--- src/rtl/refill_pkg.sv ---
package refill_pkg;

  localparam logic [1:0] REG_PTR    = 2'd0;
  localparam logic [1:0] REG_STATUS = 2'd1;
  localparam logic [1:0] REG_IRQ    = 2'd2;
  localparam logic [1:0] REG_GEOM   = 2'd3;

  localparam int IRQ_DONE_BIT = 0;
  localparam int IRQ_ERR_BIT  = 1;

  typedef enum logic [2:0] {
    ST_IDLE, ST_DREQ, ST_DWAIT, ST_CHECK,
    ST_EREQ, ST_EWAIT, ST_NEXT, ST_DRAIN
  } refillState_t;

  typedef struct packed {
    logic startDesc;
    logic followNext;
    logic loadWord;
    logic enterRect;
    logic stepEntry;
  } dpCtrl_t;

endpackage

--- src/rtl/refill_dp.sv ---
module refill_dp
  import refill_pkg::*;
#(
  parameter int LUT_W    = 32,
  parameter int LUT_H    = 32,
  parameter int NUM_LUTS = 2,
  parameter int LUT_AW   = 11
) (
  input  logic              clk,
  input  logic              rstN,
  input  dpCtrl_t           ctl,
  input  logic              entryPhase,
  input  logic [31:0]       kickPtr,
  input  logic [31:0]       rspData,
  output logic [31:0]       reqAddr,
  output logic [31:0]       descPtrOut,
  output logic [LUT_AW-1:0] lutAddr,
  output logic              wordLast,
  output logic              descBad,
  output logic              startBit,
  output logic              lastEntry,
  output logic              nextZero,
  output logic              nextMisaligned
);
  localparam int CW      = 16;
  localparam int IDX_W   = 3;
  localparam int LAST_WD = 4;
  localparam int LUT_SZ  = LUT_W * LUT_H;

  logic [31:0]    descPtr, dataPtr, nextPtr, fetchAddr;
  logic [IDX_W-1:0] wordIdx;
  logic [CW-1:0]  xa, ya, xb, yb, curX, curY;
  logic [3:0]     lutId;
  logic           enBit;

  always_ff @(posedge clk or negedge rstN) begin
    if (!rstN) begin
      descPtr <= '0; dataPtr <= '0; nextPtr <= '0; fetchAddr <= '0;
      wordIdx <= '0; xa <= '0; ya <= '0; xb <= '0; yb <= '0;
      curX <= '0; curY <= '0; lutId <= '0; enBit <= 1'b0;
    end else begin
      if (ctl.startDesc) begin
        descPtr <= kickPtr;
        wordIdx <= '0;
      end else if (ctl.followNext) begin
        descPtr <= nextPtr;
        wordIdx <= '0;
      end
      if (ctl.loadWord) begin
        case (wordIdx)
          3'd0: begin xa <= rspData[15:0]; ya <= rspData[31:16]; end
          3'd1: begin xb <= rspData[15:0]; yb <= rspData[31:16]; end
          3'd2: begin enBit <= rspData[0]; lutId <= rspData[11:8]; end
          3'd3: dataPtr <= rspData;
          default: nextPtr <= rspData;
        endcase
        wordIdx <= wordIdx + 1'b1;
      end
      if (ctl.enterRect) begin
        curX      <= xa;
        curY      <= ya;
        fetchAddr <= dataPtr;
      end else if (ctl.stepEntry) begin
        if (curX == xb) begin
          curX <= xa;
          curY <= curY + 1'b1;
        end else begin
          curX <= curX + 1'b1;
        end
        fetchAddr <= fetchAddr + 32'd4;
      end
    end
  end

  always_comb begin
    reqAddr = entryPhase ? fetchAddr : (descPtr + {27'd0, wordIdx, 2'b00});
    lutAddr = LUT_AW'(lutId) * LUT_AW'(LUT_SZ)
            + LUT_AW'(curY) * LUT_AW'(LUT_W)
            + LUT_AW'(curX);
  end

  assign descPtrOut     = descPtr;
  assign wordLast       = (wordIdx == IDX_W'(LAST_WD));
  assign startBit       = enBit;
  assign lastEntry      = (curX == xb) && (curY == yb);
  assign nextZero       = (nextPtr == 32'd0);
  assign nextMisaligned = (nextPtr[3:0] != 4'd0);
  assign descBad        = (xb < xa) || (yb < ya)
                        || (32'(xb) >= LUT_W) || (32'(yb) >= LUT_H)
                        || (32'(lutId) >= NUM_LUTS)
                        || (dataPtr[3:0] != 4'd0);

  // Walk stays inside the rectangle that was accepted.
  AST_WALK_IN_RECT: assert property (@(posedge clk) disable iff (!rstN)
    ctl.stepEntry |-> (curY <= yb) && (curX <= xb) && !descBad)
    else $error("walk left rectangle");

endmodule

--- src/rtl/refill_ctrl.sv ---
module refill_ctrl
  import refill_pkg::*;
(
  input  logic        clk,
  input  logic        rstN,
  input  logic        regWrEn,
  input  logic [1:0]  regAddr,
  input  logic [31:0] regWrData,
  input  logic        memRdReady,
  input  logic        memRspValid,
  input  logic        wordLast,
  input  logic        descBad,
  input  logic        startBit,
  input  logic        lastEntry,
  input  logic        nextZero,
  input  logic        nextMisaligned,
  output dpCtrl_t     ctl,
  output logic        entryPhase,
  output logic        memRdValid,
  output logic        lutWrEn,
  output logic        ready,
  output logic        errFlag,
  output logic [7:0]  irqStatus
);
  refillState_t state, stateNext;
  logic ptrWrite, kickNow, kickBad, abortNow, outstanding;
  logic errSet, doneSet;
  logic [7:0] irqClear, irqSet;

  assign ptrWrite   = regWrEn && (regAddr == REG_PTR);
  assign kickNow    = ptrWrite && (regWrData != 32'd0) && (state == ST_IDLE);
  assign kickBad    = regWrData[3:0] != 4'd0;
  assign abortNow   = ptrWrite && (regWrData == 32'd0);
  assign ready      = (state == ST_IDLE);
  assign entryPhase = (state == ST_EREQ);
  assign memRdValid = (state == ST_DREQ) || (state == ST_EREQ);
  assign outstanding =
      (((state == ST_DREQ) || (state == ST_EREQ)) && memRdReady) ||
      (((state == ST_DWAIT) || (state == ST_EWAIT) || (state == ST_DRAIN)) && !memRspValid);

  always_comb begin
    stateNext = state;
    ctl       = '0;
    lutWrEn   = 1'b0;
    errSet    = 1'b0;
    doneSet   = 1'b0;
    case (state)
      ST_IDLE:
        if (kickNow) begin
          if (kickBad) errSet = 1'b1;
          else begin
            ctl.startDesc = 1'b1;
            stateNext     = ST_DREQ;
          end
        end
      ST_DREQ: if (memRdReady) stateNext = ST_DWAIT;
      ST_DWAIT:
        if (memRspValid) begin
          ctl.loadWord = 1'b1;
          stateNext    = wordLast ? ST_CHECK : ST_DREQ;
        end
      ST_CHECK:
        if (descBad) begin
          errSet    = 1'b1;
          stateNext = ST_IDLE;
        end else if (!startBit) begin
          stateNext = ST_NEXT;
        end else begin
          ctl.enterRect = 1'b1;
          stateNext     = ST_EREQ;
        end
      ST_EREQ: if (memRdReady) stateNext = ST_EWAIT;
      ST_EWAIT:
        if (memRspValid) begin
          lutWrEn = 1'b1;
          if (lastEntry) stateNext = ST_NEXT;
          else begin
            ctl.stepEntry = 1'b1;
            stateNext     = ST_EREQ;
          end
        end
      ST_NEXT:
        if (nextZero) begin
          doneSet   = 1'b1;
          stateNext = ST_IDLE;
        end else if (nextMisaligned) begin
          errSet    = 1'b1;
          stateNext = ST_IDLE;
        end else begin
          ctl.followNext = 1'b1;
          stateNext      = ST_DREQ;
        end
      ST_DRAIN: if (memRspValid) stateNext = ST_IDLE;
      default: stateNext = ST_IDLE;
    endcase
    if (abortNow && (state != ST_IDLE)) begin
      ctl       = '0;
      lutWrEn   = 1'b0;
      errSet    = 1'b0;
      doneSet   = 1'b0;
      stateNext = outstanding ? ST_DRAIN : ST_IDLE;
    end
  end

  always_comb begin
    irqClear = (regWrEn && (regAddr == REG_IRQ)) ? regWrData[7:0] : 8'd0;
    irqSet   = '0;
    irqSet[IRQ_DONE_BIT] = doneSet;
    irqSet[IRQ_ERR_BIT]  = errSet;
  end

  always_ff @(posedge clk or negedge rstN) begin
    if (!rstN) begin
      state     <= ST_IDLE;
      errFlag   <= 1'b0;
      irqStatus <= '0;
    end else begin
      state     <= stateNext;
      irqStatus <= (irqStatus & ~irqClear) | irqSet;
      if (abortNow)     errFlag <= 1'b0;
      else if (errSet)  errFlag <= 1'b1;
      else if (kickNow) errFlag <= 1'b0;
    end
  end

  AST_NO_WRITE_WHEN_IDLE: assert property (@(posedge clk) disable iff (!rstN)
    (ready || abortNow) |-> !lutWrEn)
    else $error("LUT write while idle or aborting");

  AST_DONE_WITH_READY: assert property (@(posedge clk) disable iff (!rstN)
    $rose(irqStatus[IRQ_DONE_BIT]) |-> ready)
    else $error("list done raised while busy");

  AST_ERR_WITH_READY: assert property (@(posedge clk) disable iff (!rstN)
    $rose(errFlag) |-> ready && irqStatus[IRQ_ERR_BIT])
    else $error("error without stop");

  AST_REQ_HELD: assert property (@(posedge clk) disable iff (!rstN)
    memRdValid && !memRdReady && !abortNow |=> memRdValid)
    else $error("request dropped before accept");

endmodule

--- src/rtl/lut_refill_engine.sv ---
module lut_refill_engine
  import refill_pkg::*;
#(
  parameter  int W_UNITS  = 1,
  parameter  int H_UNITS  = 1,
  parameter  int NUM_LUTS = 2,
  localparam int LUT_W    = W_UNITS * 32,
  localparam int LUT_H    = H_UNITS * 32,
  localparam int LUT_AW   = $clog2(NUM_LUTS * LUT_W * LUT_H)
) (
  input  logic              clk,
  input  logic              rstN,
  input  logic              regWrEn,
  input  logic [1:0]        regAddr,
  input  logic [31:0]       regWrData,
  output logic [31:0]       regRdData,
  output logic              memRdValid,
  input  logic              memRdReady,
  output logic [31:0]       memRdAddr,
  input  logic              memRspValid,
  input  logic [31:0]       memRspData,
  output logic              lutWrEn,
  output logic [LUT_AW-1:0] lutWrAddr,
  output logic [31:0]       lutWrData,
  output logic              irq
);
  dpCtrl_t    ctl;
  logic       entryPhase, ready, errFlag;
  logic       wordLast, descBad, startBit, lastEntry, nextZero, nextMisaligned;
  logic [7:0] irqStatus;
  logic [31:0] descPtr;

  refill_ctrl u_ctrl (
    .clk(clk), .rstN(rstN),
    .regWrEn(regWrEn), .regAddr(regAddr), .regWrData(regWrData),
    .memRdReady(memRdReady), .memRspValid(memRspValid),
    .wordLast(wordLast), .descBad(descBad), .startBit(startBit),
    .lastEntry(lastEntry), .nextZero(nextZero), .nextMisaligned(nextMisaligned),
    .ctl(ctl), .entryPhase(entryPhase), .memRdValid(memRdValid),
    .lutWrEn(lutWrEn), .ready(ready), .errFlag(errFlag), .irqStatus(irqStatus)
  );

  refill_dp #(.LUT_W(LUT_W), .LUT_H(LUT_H), .NUM_LUTS(NUM_LUTS), .LUT_AW(LUT_AW)) u_dp (
    .clk(clk), .rstN(rstN), .ctl(ctl), .entryPhase(entryPhase),
    .kickPtr(regWrData), .rspData(memRspData),
    .reqAddr(memRdAddr), .descPtrOut(descPtr), .lutAddr(lutWrAddr),
    .wordLast(wordLast), .descBad(descBad), .startBit(startBit),
    .lastEntry(lastEntry), .nextZero(nextZero), .nextMisaligned(nextMisaligned)
  );

  assign lutWrData = memRspData;
  assign irq       = |irqStatus;

  always_comb begin
    case (regAddr)
      REG_PTR:    regRdData = descPtr;
      REG_STATUS: regRdData = {30'd0, errFlag, ready};
      REG_IRQ:    regRdData = {24'd0, irqStatus};
      default:    regRdData = {24'd0, 4'(H_UNITS), 4'(W_UNITS)};
    endcase
  end

  AST_ADDR_ALIGNED: assert property (@(posedge clk) disable iff (!rstN)
    memRdValid |-> (memRdAddr[1:0] == 2'b00))
    else $error("unaligned memory request");

  AST_ADDR_STABLE: assert property (@(posedge clk) disable iff (!rstN)
    memRdValid && !memRdReady && !(regWrEn && regAddr == REG_PTR && regWrData == 32'd0)
      |=> $stable(memRdAddr))
    else $error("request address moved before accept");

endmodule

--- config.mk ---
export PLATFORM = sky130hd
export DESIGN_NAME = lut_refill_engine
export DESIGN_NICKNAME = d
export VERILOG_FILES = /design/src/rtl/refill_pkg.sv /design/src/rtl/refill_dp.sv /design/src/rtl/refill_ctrl.sv /design/src/rtl/lut_refill_engine.sv
export SDC_FILE = /design/constraint.sdc
export NUM_CORES = 1
export LEC_CHECK = 0
export BUFFER_PORTS_ARGS = -buffer_cell sky130_fd_sc_hd__clkbuf_2
export CAP_MARGIN = 0
export CORE_MARGIN = 3
export CORE_UTILIZATION = 59
export DETAILED_ROUTE_END_ITERATION = 8
export PLACE_DENSITY_LB_ADDON = 0.05
export SYNTH_ARGS = -nofsm -noshare
export SYNTH_HDL_FRONTEND = slang
export SYNTH_HIERARCHICAL = 1
export SYNTH_SLANG_ARGS = --single-unit
--- constraint.sdc ---
create_clock -name clk -period 4 [get_ports clk]
set_input_delay 0.4 -clock clk [delete_from_list [all_inputs] [get_ports clk]]
set_output_delay 0.4 -clock clk [all_outputs]
set_load 0.1 [all_outputs]
==> reports/results.tsv, run 1 <==
metric	value	unit
status	finished clean	
clock buffer count from CTS	27	
final net count	1622	
drt first pass iters	5	
Final Util	69.10	%
largest family of logic cells by synthesized area	simple AND/OR/NAND/NOR gates	
initial core utilization	60.80	%
GR Overflow Total	0	
Gate Count Post-Synth	1366	
final setup vio count	0	
RSZ-0062 raised after global routing	no	
Max Fclk	0.2656	GHz
clock sinks	244	
Final Non-Filler Cells	1834	
routed vias	10740	
worst setup path category	flop to output port	
post-synthesis xor/xnor area fraction	6.655	%
width of the die	159.7	um
Vias/cell	5.857	
largest area contributor in the synthesized netlist	dfrtp_1	
Clock Latency Late Sink	0.54	ns
Sequential cell area	6106	um^2
Total GRT Usage	28.49	%
Worst Skew	0.01134	ns
Reg clk slew, reported paths	0.06	ns
WL final	36830	um
hpwl dp	26990	um
Synth Area in Adders	4.778	%
simple-gate share of the synthesized area	15.55	%
sequential area share after synthesis	43.83	%
post-synthesis cell area	13930	um^2
WP data arrival	3.37	ns
top cells by area, synth	dfrtp_1, mux2_2, ha_1, xor2_1, nand2_1	
root buffer cell	clkbuf_16	
share of cells above drive strength 1	27.76	%
DP Cell Count	1782	
io pins	181	
Hold/Removal Path Class	primary input to flop	
post-synth top area share	43.83	%
Finished Cell Area	15830	um^2
min Tclk post-route	3.765	ns
H-tree Lvls	1	
async set or reset register ratio after synthesis	100.0	%
Worst EP required	3.60	ns
Final GP Congestion	0.8921	
core area	22920	um^2
Antenna Nets Post-Route	0	
count leader, synth	dfrtp_1	
Slew headroom	16.55	%
Area after DPL	14920	um^2
P per Cell Area	625.8	nW/um^2
vias in the first global route	10430	
slew at the pin closest to its max-slew limit	1.240	ns
1st-iter DRT viols	914	
Overall Power	9.908	mW
Max Cap Violations	0	
max-slew violation count	0	
die area	25490	um^2
Yosys reg bits	244	
number of core rows	55	
first-pass GRT wire length	58740	um
Synth Flop Type	dfrtp_1	
IO buf count	180	
Ys Warns	6	
Mapped Avg Cell Area	10.20	um^2
synth cell count leaders	dfrtp_1, nand2_1, mux2_2	
pin count of the biggest net entering global routing	101	
CP Capture Type	output port	
Post-synth EDFFs	0	
compound-gate portion of the synthesized area	9.331	%
pre-CTS setup slack	0.6396	ns
initial antenna violation count	0	
post-DR wirelength/cell	20.08	um
Fillers	1825	
R2R Setup Slk	0.59	ns
Synth-to-Final Area Change	13.65	%
crit path max fanout	7	
CTS Buffer Depth	3	
Lkg Pwr	7.455	nW
Syn Nets	1489	
Setup TNS	0	ns
TritonCTS clock tree	done	
Netlist cell types	71	
VDD IR max	0.3520	mV
DRC	0	
mux cell area share after synthesis	14.55	%
final hold violations	0	
Post-CTS Resized	0	
final worst slack	0.2349	ns
hold slack final	0.09141	ns
Die Ht	159.7	um
nature of the critical path startpoint	flop	
area of the multi-input gates	7123	um^2
period utilization	94.13	%
final timing paths:
check	end	startpoint	depth (start not counted)
worst max-delay path	memRdAddr[22]	u_dp/wordIdx[0]	11
worst min-delay path	u_dp/descPtrOut[14]	regWrData[14]	3
worst max register to register	u_dp/fetchAddr[0]	u_dp/yb[2]	11
worst min register to register	u_dp/fetchAddr[15]	u_dp/dataPtr[15]	2
max in group asynchronous	u_dp/fetchAddr[28]	rstN	3
min in group asynchronous	u_ctrl/irqStatus[3]	rstN	2
registers in the layout, indices dropped and copies added (netlist names):
| name | cells |
|---|---|
| u_dp/ya | 16 |
| u_dp/wordIdx | 3 |
| u_ctrl/state | 3 |
| u_dp/yb | 16 |
| u_dp/descPtrOut | 32 |
| u_dp/startBit | 1 |
| u_dp/xa | 16 |
| u_dp/curX | 16 |
| u_dp/dataPtr | 32 |
| u_ctrl/irqStatus | 8 |
| u_dp/xb | 16 |
| u_dp/curY | 16 |
| u_dp/lutId | 4 |
| u_dp/fetchAddr | 32 |
| u_dp/nextPtr | 32 |
| u_ctrl/errFlag | 1 |
report_power, final:
part	internal, mW	leakage (nW)	switching [mW]	total [mW]
registers	3.19	3.24	0.810	4.00
logic	1.29	3.78	2.08	3.37
clock network	1.50	0.436	1.04	2.53
kinds of logic (layout without fill, tap and decap cells):
group,after synthesis,in the layout
flip-flops,244,244
adder cells (fa/ha/maj),52,52
buffers and inverters,145,299
AND/OR/NAND/NOR,411,411
multiplexers,185,185
other,0,1
AO/OA/AOI/OAI,224,224
XOR/XNOR,105,105
critical path, cell delays in order (launching register included):
cell	delay, ns
dfrtp_1	0.45
ha_1	0.21
inv_1	0.05
fa_1	0.39
inv_1	0.07
a21oi_1	0.06
buf_4	0.16
nor3_1	0.43
nand3_1	0.19
xor2_1	0.19
o21ai_1	0.14
clkbuf_2	0.48
layout make-up:
cell class,instances,area share [%]
Multi-Input combinational cell,977,44.99
Sequential cell,244,38.56
Timing Repair Buffer,206,7.238
Clock buffer,35,4.646
Tap cell,313,2.473
Clock inverter,15,1.059
Inverter,43,1.019
Antenna cell,1,0.01580
placed cells by master (no fill, tap or decap), types with 4 or more instances in the layout:
master      instances
dfrtp_1           244
clkbuf_2          179
nand2_1           156
mux2_2            140
o21ai_0           101
xor2_1             71
ha_1               50
mux2i_1            45
inv_1              43
a21oi_1            42
nor2_1             38
nand3_1            36
nor4_1             33
xnor2_1            33
clkbuf_16          27
and2_1             26
nand4_1            24
and3_1             24
buf_4              22
o21ai_1            22
a31oi_1            11
a21o_1             11
nor3b_1             7
nor3_1              7
or3_1               7
o22a_1              7
clkinv_2            6
a21boi_0            6
nand2b_1            6
or4_1               6
and4_1              6
clkbuf_1            5
nor3_2              5
nor4_2              5
clkinvlp_4          4
nor2b_1             4
nor2_2              4
routing by layer:
layer	vias up	GRT usage, %	share of wire [%]
met5	-	0	0
met4	0	4.576	1.2
met1	5292	43.03	47
met3	29	4.073	6.3
li1	5068	-	-
met2	352	44.85	46
what timing repair did:
item	CTS	global route
buffers inserted	0	0
endpoints found under the hold margin	73	0
hold buffers	1	0
(Power assumes the default switching activity.)
==> inputs of run 2 (changes only) <==
--- a/config.mk
+++ b/config.mk
@@ -8,7 +8,7 @@
 export BUFFER_PORTS_ARGS = -buffer_cell sky130_fd_sc_hd__clkbuf_2
 export CAP_MARGIN = 0
 export CORE_MARGIN = 3
-export CORE_UTILIZATION = 59
+export CORE_UTILIZATION = 63
 export DETAILED_ROUTE_END_ITERATION = 8
 export PLACE_DENSITY_LB_ADDON = 0.05
 export SYNTH_ARGS = -nofsm -noshare
==> constraint.sdc (replaced) <==
create_clock -name clk -period 4.5 [get_ports clk]
set_input_delay 0.45 -clock clk [delete_from_list [all_inputs] [get_ports clk]]
set_output_delay 0.45 -clock clk [all_outputs]
set_load 0.1 [all_outputs]
==> reports/results.tsv, run 2 (synthesis gave the netlist of run 1 again) <==
metric	value	unit	change
most frequent cells in the layout	dfrtp_1, clkbuf_2, nand2_1, mux2_2, o21ai_0		unchanged
final setup vio count	0		unchanged
cts hold-fix bufs	0		was 1
Max Cap Violations	0		unchanged
min Tclk post-route	4.039	ns	
CTS Buffer Depth	3		unchanged
RSZ-0062 raised after global routing	no		unchanged
Slew headroom	33.34	%	was 16.55%
VDD IR max	0.3589	mV	was 0.3520 mV
clock sinks	244		unchanged
WP data arrival	3.59	ns	was 3.37 ns
die area	23940	um^2	was 25490 um^2
period utilization	89.75	%	
first-pass GRT wire length	58620	um	was 58740 um
Max Fclk	0.2476	GHz	
Worst Skew	0.01731	ns	was 0.01134 ns
IO buf count	180		unchanged
CP Capture Type	output port		unchanged
hpwl dp	26350	um	was 26990 um
max-slew violation count	0		unchanged
Worst R2R Path Depth	9		was 11
final net count	1614		was 1622
initial core utilization	65.25	%	was 60.80%
Antenna Nets Post-Route	0		unchanged
Die Ht	154.7	um	was 159.7 um
Setup TNS	0	ns	unchanged
Post-CTS Resized	0		unchanged
TritonCTS clock tree	done		unchanged
P per Cell Area	560.6	nW/um^2	was 625.8 nW/um^2
Sequential cell area	6106	um^2	unchanged
postcts setup bufs	0		unchanged
Vias/cell	6.134		was 5.857
Total GRT Usage	30.45	%	was 28.49%
worst setup path category	flop to output port		unchanged
Synth-to-Final Area Change	12.43	%	was 13.65%
Lkg Pwr	7.393	nW	was 7.455 nW
nature of the critical path startpoint	flop		unchanged
final hold violations	0		unchanged
crit path max fanout	7		unchanged
clock buffer count from CTS	27		unchanged
drt first pass iters	5		unchanged
post-DR wirelength/cell	20.61	um	was 20.08 um
slew at the pin closest to its max-slew limit	0.9999	ns	was 1.240 ns
GR Overflow Total	0		unchanged
width of the die	154.7	um	was 159.7 um
Final GP Congestion	0.9523		was 0.8921
Clock Latency Late Sink	0.54	ns	about the same
H-tree Lvls	1		unchanged
area of the multi-input gates	7123	um^2	unchanged
status	finished clean		unchanged
vias in the first global route	10580		was 10430
1st-iter DRT viols	1030		was 914
number of core rows	53		was 55
Reg clk slew, reported paths	0.06	ns	about the same
Hold/Removal Path Class	primary input to async pin		was primary input to flop
pin count of the biggest net entering global routing	129		was 101
io pins	181		unchanged
Final Util	73.36	%	was 69.10%
initial antenna violation count	1		was 0
routed vias	10970		was 10740
core area	21350	um^2	was 22920 um^2
share of cells above drive strength 1	27.05	%	was 27.76%
WL final	36860	um	was 36830 um
DRC	0		unchanged
Fillers	1579		was 1825
commonest non-fill, non-tap cell in the layout	dfrtp_1		unchanged
root buffer cell	clkbuf_16		unchanged
Worst EP required	4.05	ns	was 3.60 ns
## run 2: changes by cell type in the layout (fill, tap and decap cells not counted), sizes merged
cell,delta
buf,-7
clkbuf,+7
clkinvlp,-3
clkinv,-2
bufinv,-1
dlygate4sd3,-1
inv,-1
## run 2: layout make-up
| cell class | count | area share (%) |
|---|---|---|
| diodes | 1 | 0.01598 |
| repair buffers | 198 | 6.758 |
| flip-flops and latches | 244 | 38.98 |
| inverters | 43 | 1.030 |
| clock inverters | 8 | 0.6151 |
| clock buffers | 42 | 4.928 |
| multi-input cells | 977 | 45.47 |
| well taps | 275 | 2.197 |
## run 2: critical path, cell delays in order (launching register included)
cell	delay [ns]
dfrtp_1	0.43
ha_1	0.20
inv_1	0.05
fa_1	0.40
inv_1	0.07
a21oi_1	0.06
buf_4	0.17
nor4_1	0.70
nand4_1	0.19
xor2_1	0.18
o21ai_1	0.13
clkbuf_2	0.47
## run 2: worst paths after layout
| path | startpoint | slack (ns) | endpoint |
|---|---|---|---|
| worst max-delay path | u_dp/wordIdx[0] | 0.46 | memRdAddr[26] |
| worst min-delay path | rstN | 0.03 | u_dp/descPtrOut[2] |
| worst max register to register | u_dp/yb[6] | 0.78 | u_dp/fetchAddr[16] |
| worst min register to register | u_dp/dataPtr[18] | 0.48 | u_dp/fetchAddr[18] |
| max in group asynchronous | rstN | 3.36 | u_dp/xb[9] |
| min in group clk | regWrData[30] | 0.14 | u_dp/descPtrOut[30] |
## run 2: layer usage
layer | track usage, % | wire length [um]
met2 | 46.76 | 16660
met4 | 7.864 | 776
met5 | 0 | 0
met1 | 46.11 | 16950
met3 | 4.085 | 2469
## run 2: per-stage QoR
step	cells	instance area [um^2]	hold WS [ns]	worst slack, ns	power [mW]
3_3_place_gp	1737	14790	0.4556	0.9456	6.447
4_1_cts	1787	15660	0.08061	0.4400	8.782
6_report	1788	15660	0.03243	0.4614	8.782
3_5_place_dp	1737	14790	0.4683	0.8581	6.563
2_1_floorplan	1366	13930	0.1544	0.02051	5.688
5_1_grt	1788	15660	0.08897	0.2284	9.201
## run 2: power by group
part	switching (mW)	internal, mW	total, mW
clock network	0.892	1.29	2.18
logic	1.85	1.14	2.99
registers	0.766	2.84	3.60
